File: src/rtl/gate_pkg.sv
package gate_pkg;

  localparam logic [7:0] A_ID      = 8'h00;
  localparam logic [7:0] A_SCRATCH = 8'h01;
  localparam logic [7:0] A_SPI_EN  = 8'h20;
  localparam logic [7:0] A_SPI_XFR = 8'h21;
  localparam logic [7:0] A_SPI_DAT = 8'h22;

  typedef enum logic [2:0] {
    SEL_NONE,
    SEL_ID,
    SEL_SCRATCH,
    SEL_SPI_EN,
    SEL_SPI_XFR,
    SEL_SPI_DAT
  } rd_sel_e;

  typedef struct packed {
    logic scratch;
    logic spi_en;
    logic spi_xfr;
    logic spi_dat;
  } wr_strobe_t;

endpackage

File: src/rtl/origin_perm.sv
module origin_perm (
  input  logic clk,
  input  logic rst_n,
  input  logic rom_fetch,
  input  logic ram_fetch,
  output logic granted
);

  logic granted_q;
  logic granted_d;

  // RAM activity has priority so a collision fails safe.
  always_comb begin
    granted_d = granted_q;
    if (ram_fetch) begin
      granted_d = 1'b0;
    end else if (rom_fetch) begin
      granted_d = 1'b1;
    end
  end

  always_ff @(posedge clk or negedge rst_n) begin
    if (!rst_n) begin
      granted_q <= 1'b0;
    end else begin
      granted_q <= granted_d;
    end
  end

  assign granted = granted_q;

endmodule

File: src/rtl/gate_decode.sv
module gate_decode
  import gate_pkg::*;
#(
  parameter int ADDR_W = 8
) (
  input  logic              cs,
  input  logic              we,
  input  logic [ADDR_W-1:0] addr,
  input  logic              granted,
  output wr_strobe_t        wr,
  output rd_sel_e           rd_sel
);

  logic [7:0] a8;
  logic       spi_grp;

  assign a8      = 8'(addr);
  assign spi_grp = (a8 == A_SPI_EN) || (a8 == A_SPI_XFR) || (a8 == A_SPI_DAT);

  always_comb begin
    wr = '0;
    if (cs && we) begin
      wr.scratch = (a8 == A_SCRATCH);
      wr.spi_en  = granted && (a8 == A_SPI_EN);
      wr.spi_xfr = granted && (a8 == A_SPI_XFR);
      wr.spi_dat = granted && (a8 == A_SPI_DAT);
    end
  end

  always_comb begin
    rd_sel = SEL_NONE;
    if (cs && !we) begin
      if (a8 == A_ID) begin
        rd_sel = SEL_ID;
      end else if (a8 == A_SCRATCH) begin
        rd_sel = SEL_SCRATCH;
      end else if (spi_grp && granted) begin
        case (a8)
          A_SPI_EN:  rd_sel = SEL_SPI_EN;
          A_SPI_XFR: rd_sel = SEL_SPI_XFR;
          default:   rd_sel = SEL_SPI_DAT;
        endcase
      end
    end
  end

endmodule

File: src/rtl/spi_stub.sv
module spi_stub #(
  parameter int SPI_DW      = 8,
  parameter int XFER_CYCLES = 8
) (
  input  logic              clk,
  input  logic              rst_n,
  input  logic              wr_en,
  input  logic              wr_xfr,
  input  logic              wr_dat,
  input  logic [SPI_DW-1:0] wval,
  output logic              enable,
  output logic [SPI_DW-1:0] txdata,
  output logic              ready
);

  localparam int CNT_W = $clog2(XFER_CYCLES + 1);
  localparam logic [CNT_W-1:0] CNT_LOAD = CNT_W'(XFER_CYCLES);

  logic              en_q;
  logic [SPI_DW-1:0] dat_q;
  logic [CNT_W-1:0]  busy_q, busy_d;
  logic              start;

  assign ready = (busy_q == '0);
  assign start = wr_xfr && en_q && ready;

  always_comb begin
    busy_d = busy_q;
    if (start) begin
      busy_d = CNT_LOAD;
    end else if (!ready) begin
      busy_d = busy_q - 1'b1;
    end
  end

  always_ff @(posedge clk or negedge rst_n) begin
    if (!rst_n) begin
      en_q   <= 1'b0;
      dat_q  <= '0;
      busy_q <= '0;
    end else begin
      if (wr_en) begin
        en_q <= wval[0];
      end
      if (wr_dat) begin
        dat_q <= wval;
      end
      busy_q <= busy_d;
    end
  end

  assign enable = en_q;
  assign txdata = dat_q;

endmodule

File: src/rtl/exec_origin_spi_gate.sv
module exec_origin_spi_gate
  import gate_pkg::*;
#(
  parameter int          ADDR_W      = 8,
  parameter int          DATA_W      = 32,
  parameter int          SPI_DW      = 8,
  parameter int          XFER_CYCLES = 8,
  parameter logic [31:0] ID_WORD     = 32'h6f72_6731
) (
  input  logic              clk,
  input  logic              rst_n,
  input  logic              rom_fetch,
  input  logic              ram_fetch,
  input  logic              cs,
  input  logic              we,
  input  logic [ADDR_W-1:0] addr,
  input  logic [DATA_W-1:0] wdata,
  output logic [DATA_W-1:0] rdata
);

  logic              rst_meta, rst_ok;
  logic              granted;
  wr_strobe_t        wr;
  rd_sel_e           rd_sel;
  logic              spi_enable, spi_ready;
  logic [SPI_DW-1:0] spi_txdata;
  logic [DATA_W-1:0] scratch_q;

  // Asynchronous assertion, synchronous release.
  always_ff @(posedge clk or negedge rst_n) begin
    if (!rst_n) begin
      rst_meta <= 1'b0;
      rst_ok   <= 1'b0;
    end else begin
      rst_meta <= 1'b1;
      rst_ok   <= rst_meta;
    end
  end

  origin_perm u_perm (
    .clk       (clk),
    .rst_n     (rst_ok),
    .rom_fetch (rom_fetch),
    .ram_fetch (ram_fetch),
    .granted   (granted)
  );

  gate_decode #(.ADDR_W(ADDR_W)) u_dec (
    .cs      (cs),
    .we      (we),
    .addr    (addr),
    .granted (granted),
    .wr      (wr),
    .rd_sel  (rd_sel)
  );

  spi_stub #(.SPI_DW(SPI_DW), .XFER_CYCLES(XFER_CYCLES)) u_spi (
    .clk    (clk),
    .rst_n  (rst_ok),
    .wr_en  (wr.spi_en),
    .wr_xfr (wr.spi_xfr),
    .wr_dat (wr.spi_dat),
    .wval   (wdata[SPI_DW-1:0]),
    .enable (spi_enable),
    .txdata (spi_txdata),
    .ready  (spi_ready)
  );

  always_ff @(posedge clk or negedge rst_ok) begin
    if (!rst_ok) begin
      scratch_q <= '0;
    end else if (wr.scratch) begin
      scratch_q <= wdata;
    end
  end

  always_comb begin
    rdata = '0;
    case (rd_sel)
      SEL_ID:      rdata = DATA_W'(ID_WORD);
      SEL_SCRATCH: rdata = scratch_q;
      SEL_SPI_EN:  rdata = DATA_W'(spi_enable);
      SEL_SPI_XFR: rdata = DATA_W'(spi_ready);
      SEL_SPI_DAT: rdata = DATA_W'(spi_txdata);
      default:     rdata = '0;
    endcase
  end

endmodule

File: config.mk
export PLATFORM = sky130hd
export DESIGN_NAME = exec_origin_spi_gate
export DESIGN_NICKNAME = d
export VERILOG_FILES = /design/src/rtl/gate_pkg.sv /design/src/rtl/origin_perm.sv /design/src/rtl/gate_decode.sv /design/src/rtl/spi_stub.sv /design/src/rtl/exec_origin_spi_gate.sv
export SDC_FILE = /design/constraint.sdc
export NUM_CORES = 1
export LEC_CHECK = 0
export BUFFER_PORTS_ARGS = -buffer_cell sky130_fd_sc_hd__buf_4
export CAP_MARGIN = 20
export CORE_MARGIN = 1.5
export CORE_UTILIZATION = 50
export CTS_CLUSTER_DIAMETER = 50
export DETAILED_ROUTE_END_ITERATION = 7
export PLACE_DENSITY_LB_ADDON = 0.12
export SETUP_SLACK_MARGIN = 0.1
export SYNTH_ARGS = -nofsm -noshare
export SYNTH_HDL_FRONTEND = slang
export SYNTH_SLANG_ARGS = --single-unit
File: constraint.sdc
create_clock -name clk -period 4.1 [get_ports clk]
set_clock_uncertainty 0.1 [all_clocks]
set_input_delay 0.615 -clock clk [delete_from_list [all_inputs] [get_ports clk]]
set_output_delay 0.615 -clock clk [all_outputs]
set_load 0.05 [all_outputs]
==> results_dict.tcl <==
set metrics [dict create \
    grtUsageTotal_pct 19.19 \
    cts_sinks 48 \
    ant_nets 0 \
    wl_um 4823 \
    grt_max_degree 47 \
    async_reset_ff_share_pct 100.0 \
    drcViolationCount 0 \
    layout-drive-gt1-share_pct 52.71 \
    yosysMostFrequentCell "dfrtp_1" \
    synth_area_leader_cell "dfrtp_1" \
    clkSlewWorstSetupHoldPaths_ns 0.09 \
    synth_top_area_share_pct 49.87 \
    ys_ff_latch 48 \
    clkLatencyLatePin_ns 0.29 \
    rows 25 \
    port_buffers 77 \
    drt_iter0_markers 94 \
    power_switching_uw 241.6 \
    final_area_um2 3119 \
    min_period_ns 3.236 \
    ctsHtreeMaxLevel 2 \
    max_freq_ghz 0.3090 \
    path_class "input port to output pin" \
    internal_power_uw 706.4 \
    swShare_pct 25.49 \
    maxCapViolCount 0 \
    startpoint_type "input port" \
    place_congestion 0.7499 \
    syn2layout_area_growth_pct 29.51 \
    cts_buffer_depth 2 \
    p_per_area_nw_per_um2 303.9 \
    finalMaxSlewViolations 0 \
    diodes 0 \
    avgSynthCellArea_um2 13.46 \
    dieArea_um2 5242 \
    pwr-share-seq_pct 56.2 \
    top_level_ports 78 \
    slew_headroom_pct 55.52 \
    cp_max_fo 24 \
    die_y_um 72.41 \
    p_leak_nw 1.807 \
    synth_edf_count 0 \
    rsz0062_at_grt "no" \
    netlist_instances 179 \
    hold_viol_final 0 \
    place_hpwl_um 3330 \
    syn_area_um2 2409 \
    grt_antenna_before_repair 0 \
    clock-root-buffer "clkbuf_8" \
    wire_per_inst_um 15.46 \
    vias 1647 \
    synth_common_cells "dfrtp_1 (48), mux2_4 (30), a21o_1 (16)" \
    fin_nets 306 \
    dpl_cell_area_um2 3012 \
    outcome "completed" \
    cts_tree "yes" \
    irDropWorstVdd_v 0.0001913 \
    globalRouteOverflowTotal 0 \
    viasPerCell 5.279 \
    timing.hold.ws_ns 0.009377 \
    tns_ns 0 \
    synth_cell_types 35 \
    critPathCaptureType "output pin" \
    design.core.area_um2 4692 \
    synth_area_leaders "dfrtp_1 (50%), mux2_4 (19%), mux2_2 (5.6%)" \
    min_path_type "flip-flop to async pin" \
    grt_pass1_wl_um 7665 \
    crit_arrival_ns 2.52 \
    synthesis.nets 227 \
    first_pass_iters 4 \
    yosysWarnings 0 \
    initial_core_util_pct 51.33 \
    cp.required_ns 3.38 \
    timing.final.crit_share_pct 78.93 \
    dieWidth_um 72.41 \
    cts_buffers 5 \
    grt_pass1_vias 1639 \
    clock_power_share_pct 28.0 \
    worstMarginPinSlew_ns 0.6658 \
    setup_viol 0 \
    comb_power_share_pct 15.8 \
    ys_seq_area_share_pct 49.87 \
    synthFlopType "dfrtp_1" \
]
cell families (layout without fill, tap and decap cells):
| logic type | count (synthesis) | count (layout) | share of synthesized area [%] |
|---|---|---|---|
| AND/OR/NAND/NOR | 42 | 42 | 11.12 |
| adder cells (fa/ha/maj) | 2 | 2 | 1.039 |
| multiplexers | 42 | 42 | 24.31 |
| AO/OA/AOI/OAI | 29 | 29 | 9.403 |
| other | 1 | 1 | 0.1557 |
| XOR/XNOR | 3 | 3 | 1.091 |
| buffers and inverters | 12 | 91 | 3.013 |
| flip-flops | 48 | 48 | 49.87 |
final cells by class:
| type | instances | area [um^2] |
|---|---|---|
| fillers | 401 | 1573 |
| inverters | 3 | 11.26 |
| multi-input cells | 119 | 1137 |
| repair buffers | 81 | 623.1 |
| well taps | 54 | 67.56 |
| flip-flops and latches | 48 | 1202 |
| clock inverters | 1 | 5.005 |
| clock buffers | 6 | 72.57 |
routing by layer:
metal | routed length, um | vias to the layer above | global-route usage [%] | share of wire, %
li1 | - | 791 | - | -
met1 | 2068 | 796 | 24.46 | 43
met2 | 2311 | 56 | 31.17 | 48
met3 | 392 | 4 | 5.278 | 8.1
met4 | 50 | 0 | 7.547 | 1.0
met5 | 0 | - | 0 | 0
metrics by stage:
stage	setup slack (ns)	total power, mW	cells	util [%]
floorplan	1.079	0.6315	179	-
global placement	0.9158	0.6859	303	64.19
detailed placement	0.8709	0.6911	303	64.19
CTS	0.8679	0.9571	311	66.05
global route	0.7525	1.001	312	66.48
finish	0.8639	0.9480	312	66.48
power by group through the flow:
stage / Clock, mW / Sequential, mW / Combinational, mW
2_1_floorplan: 0 / 0.540 / 0.0917
3_3_place_gp: 0 / 0.548 / 0.138
3_5_place_dp: 0 / 0.550 / 0.141
4_1_cts: 0.274 / 0.541 / 0.142
5_1_grt: 0.292 / 0.538 / 0.171
6_report: 0.265 / 0.533 / 0.150
placed cells by master (no fill, tap or decap), types with 2 or more instances in the layout:
cell type / instances
buf_4: 79
mux2_4: 30
mux2_2: 12
ha_1: 2
xor2_1: 2
inv_1: 3
nand2_1: 6
dfrtp_1: 47
nor3_1: 4
a21o_1: 16
and2_1: 9
nor2_1: 10
o2bb2ai_1: 3
a22o_1: 5
clkbuf_8: 5
worst max-delay path: stages:
cell,delay (ns)
buf_4,0.12
nor4b_1,0.39
nand2_1,0.24
nor2_2,0.41
buf_4,0.35
a221o_1,0.20
buf_4,0.19
sequential cells by signal, summed over array words and instances (netlist names):
signal / count
rst_meta: 1
rst_ok: 1
u_spi.enable: 1
scratch_q: 32
u_spi.busy_q: 4
u_perm.granted: 1
u_spi.txdata: 8
path summary, 6_finish.rpt:
check | cells after the start | end | from | slack (ns)
max in group asynchronous | 2 | rst_ok | rst_n | 3.27
worst min register to register | 0 | u_spi.txdata[7] | rst_ok | 0.009
worst max register to register | 5 | u_spi.busy_q[1] | u_spi.busy_q[0] | 2.17
worst min-delay path | 0 | u_spi.txdata[7] | rst_ok | 0.009
min in group clk | 0 | rst_ok | rst_meta | 0.26
worst max-delay path | 7 | rdata[0] | addr[4] | 0.86
what timing repair did:
item | 4_1_cts | 5_1_grt
hold endpoints to repair | 2 | 0
resized for setup | 0 | 0
buffers inserted | 0 | 0
hold buffers | 1 | 0
No activity file was read; power rests on OpenSTA's default activity.
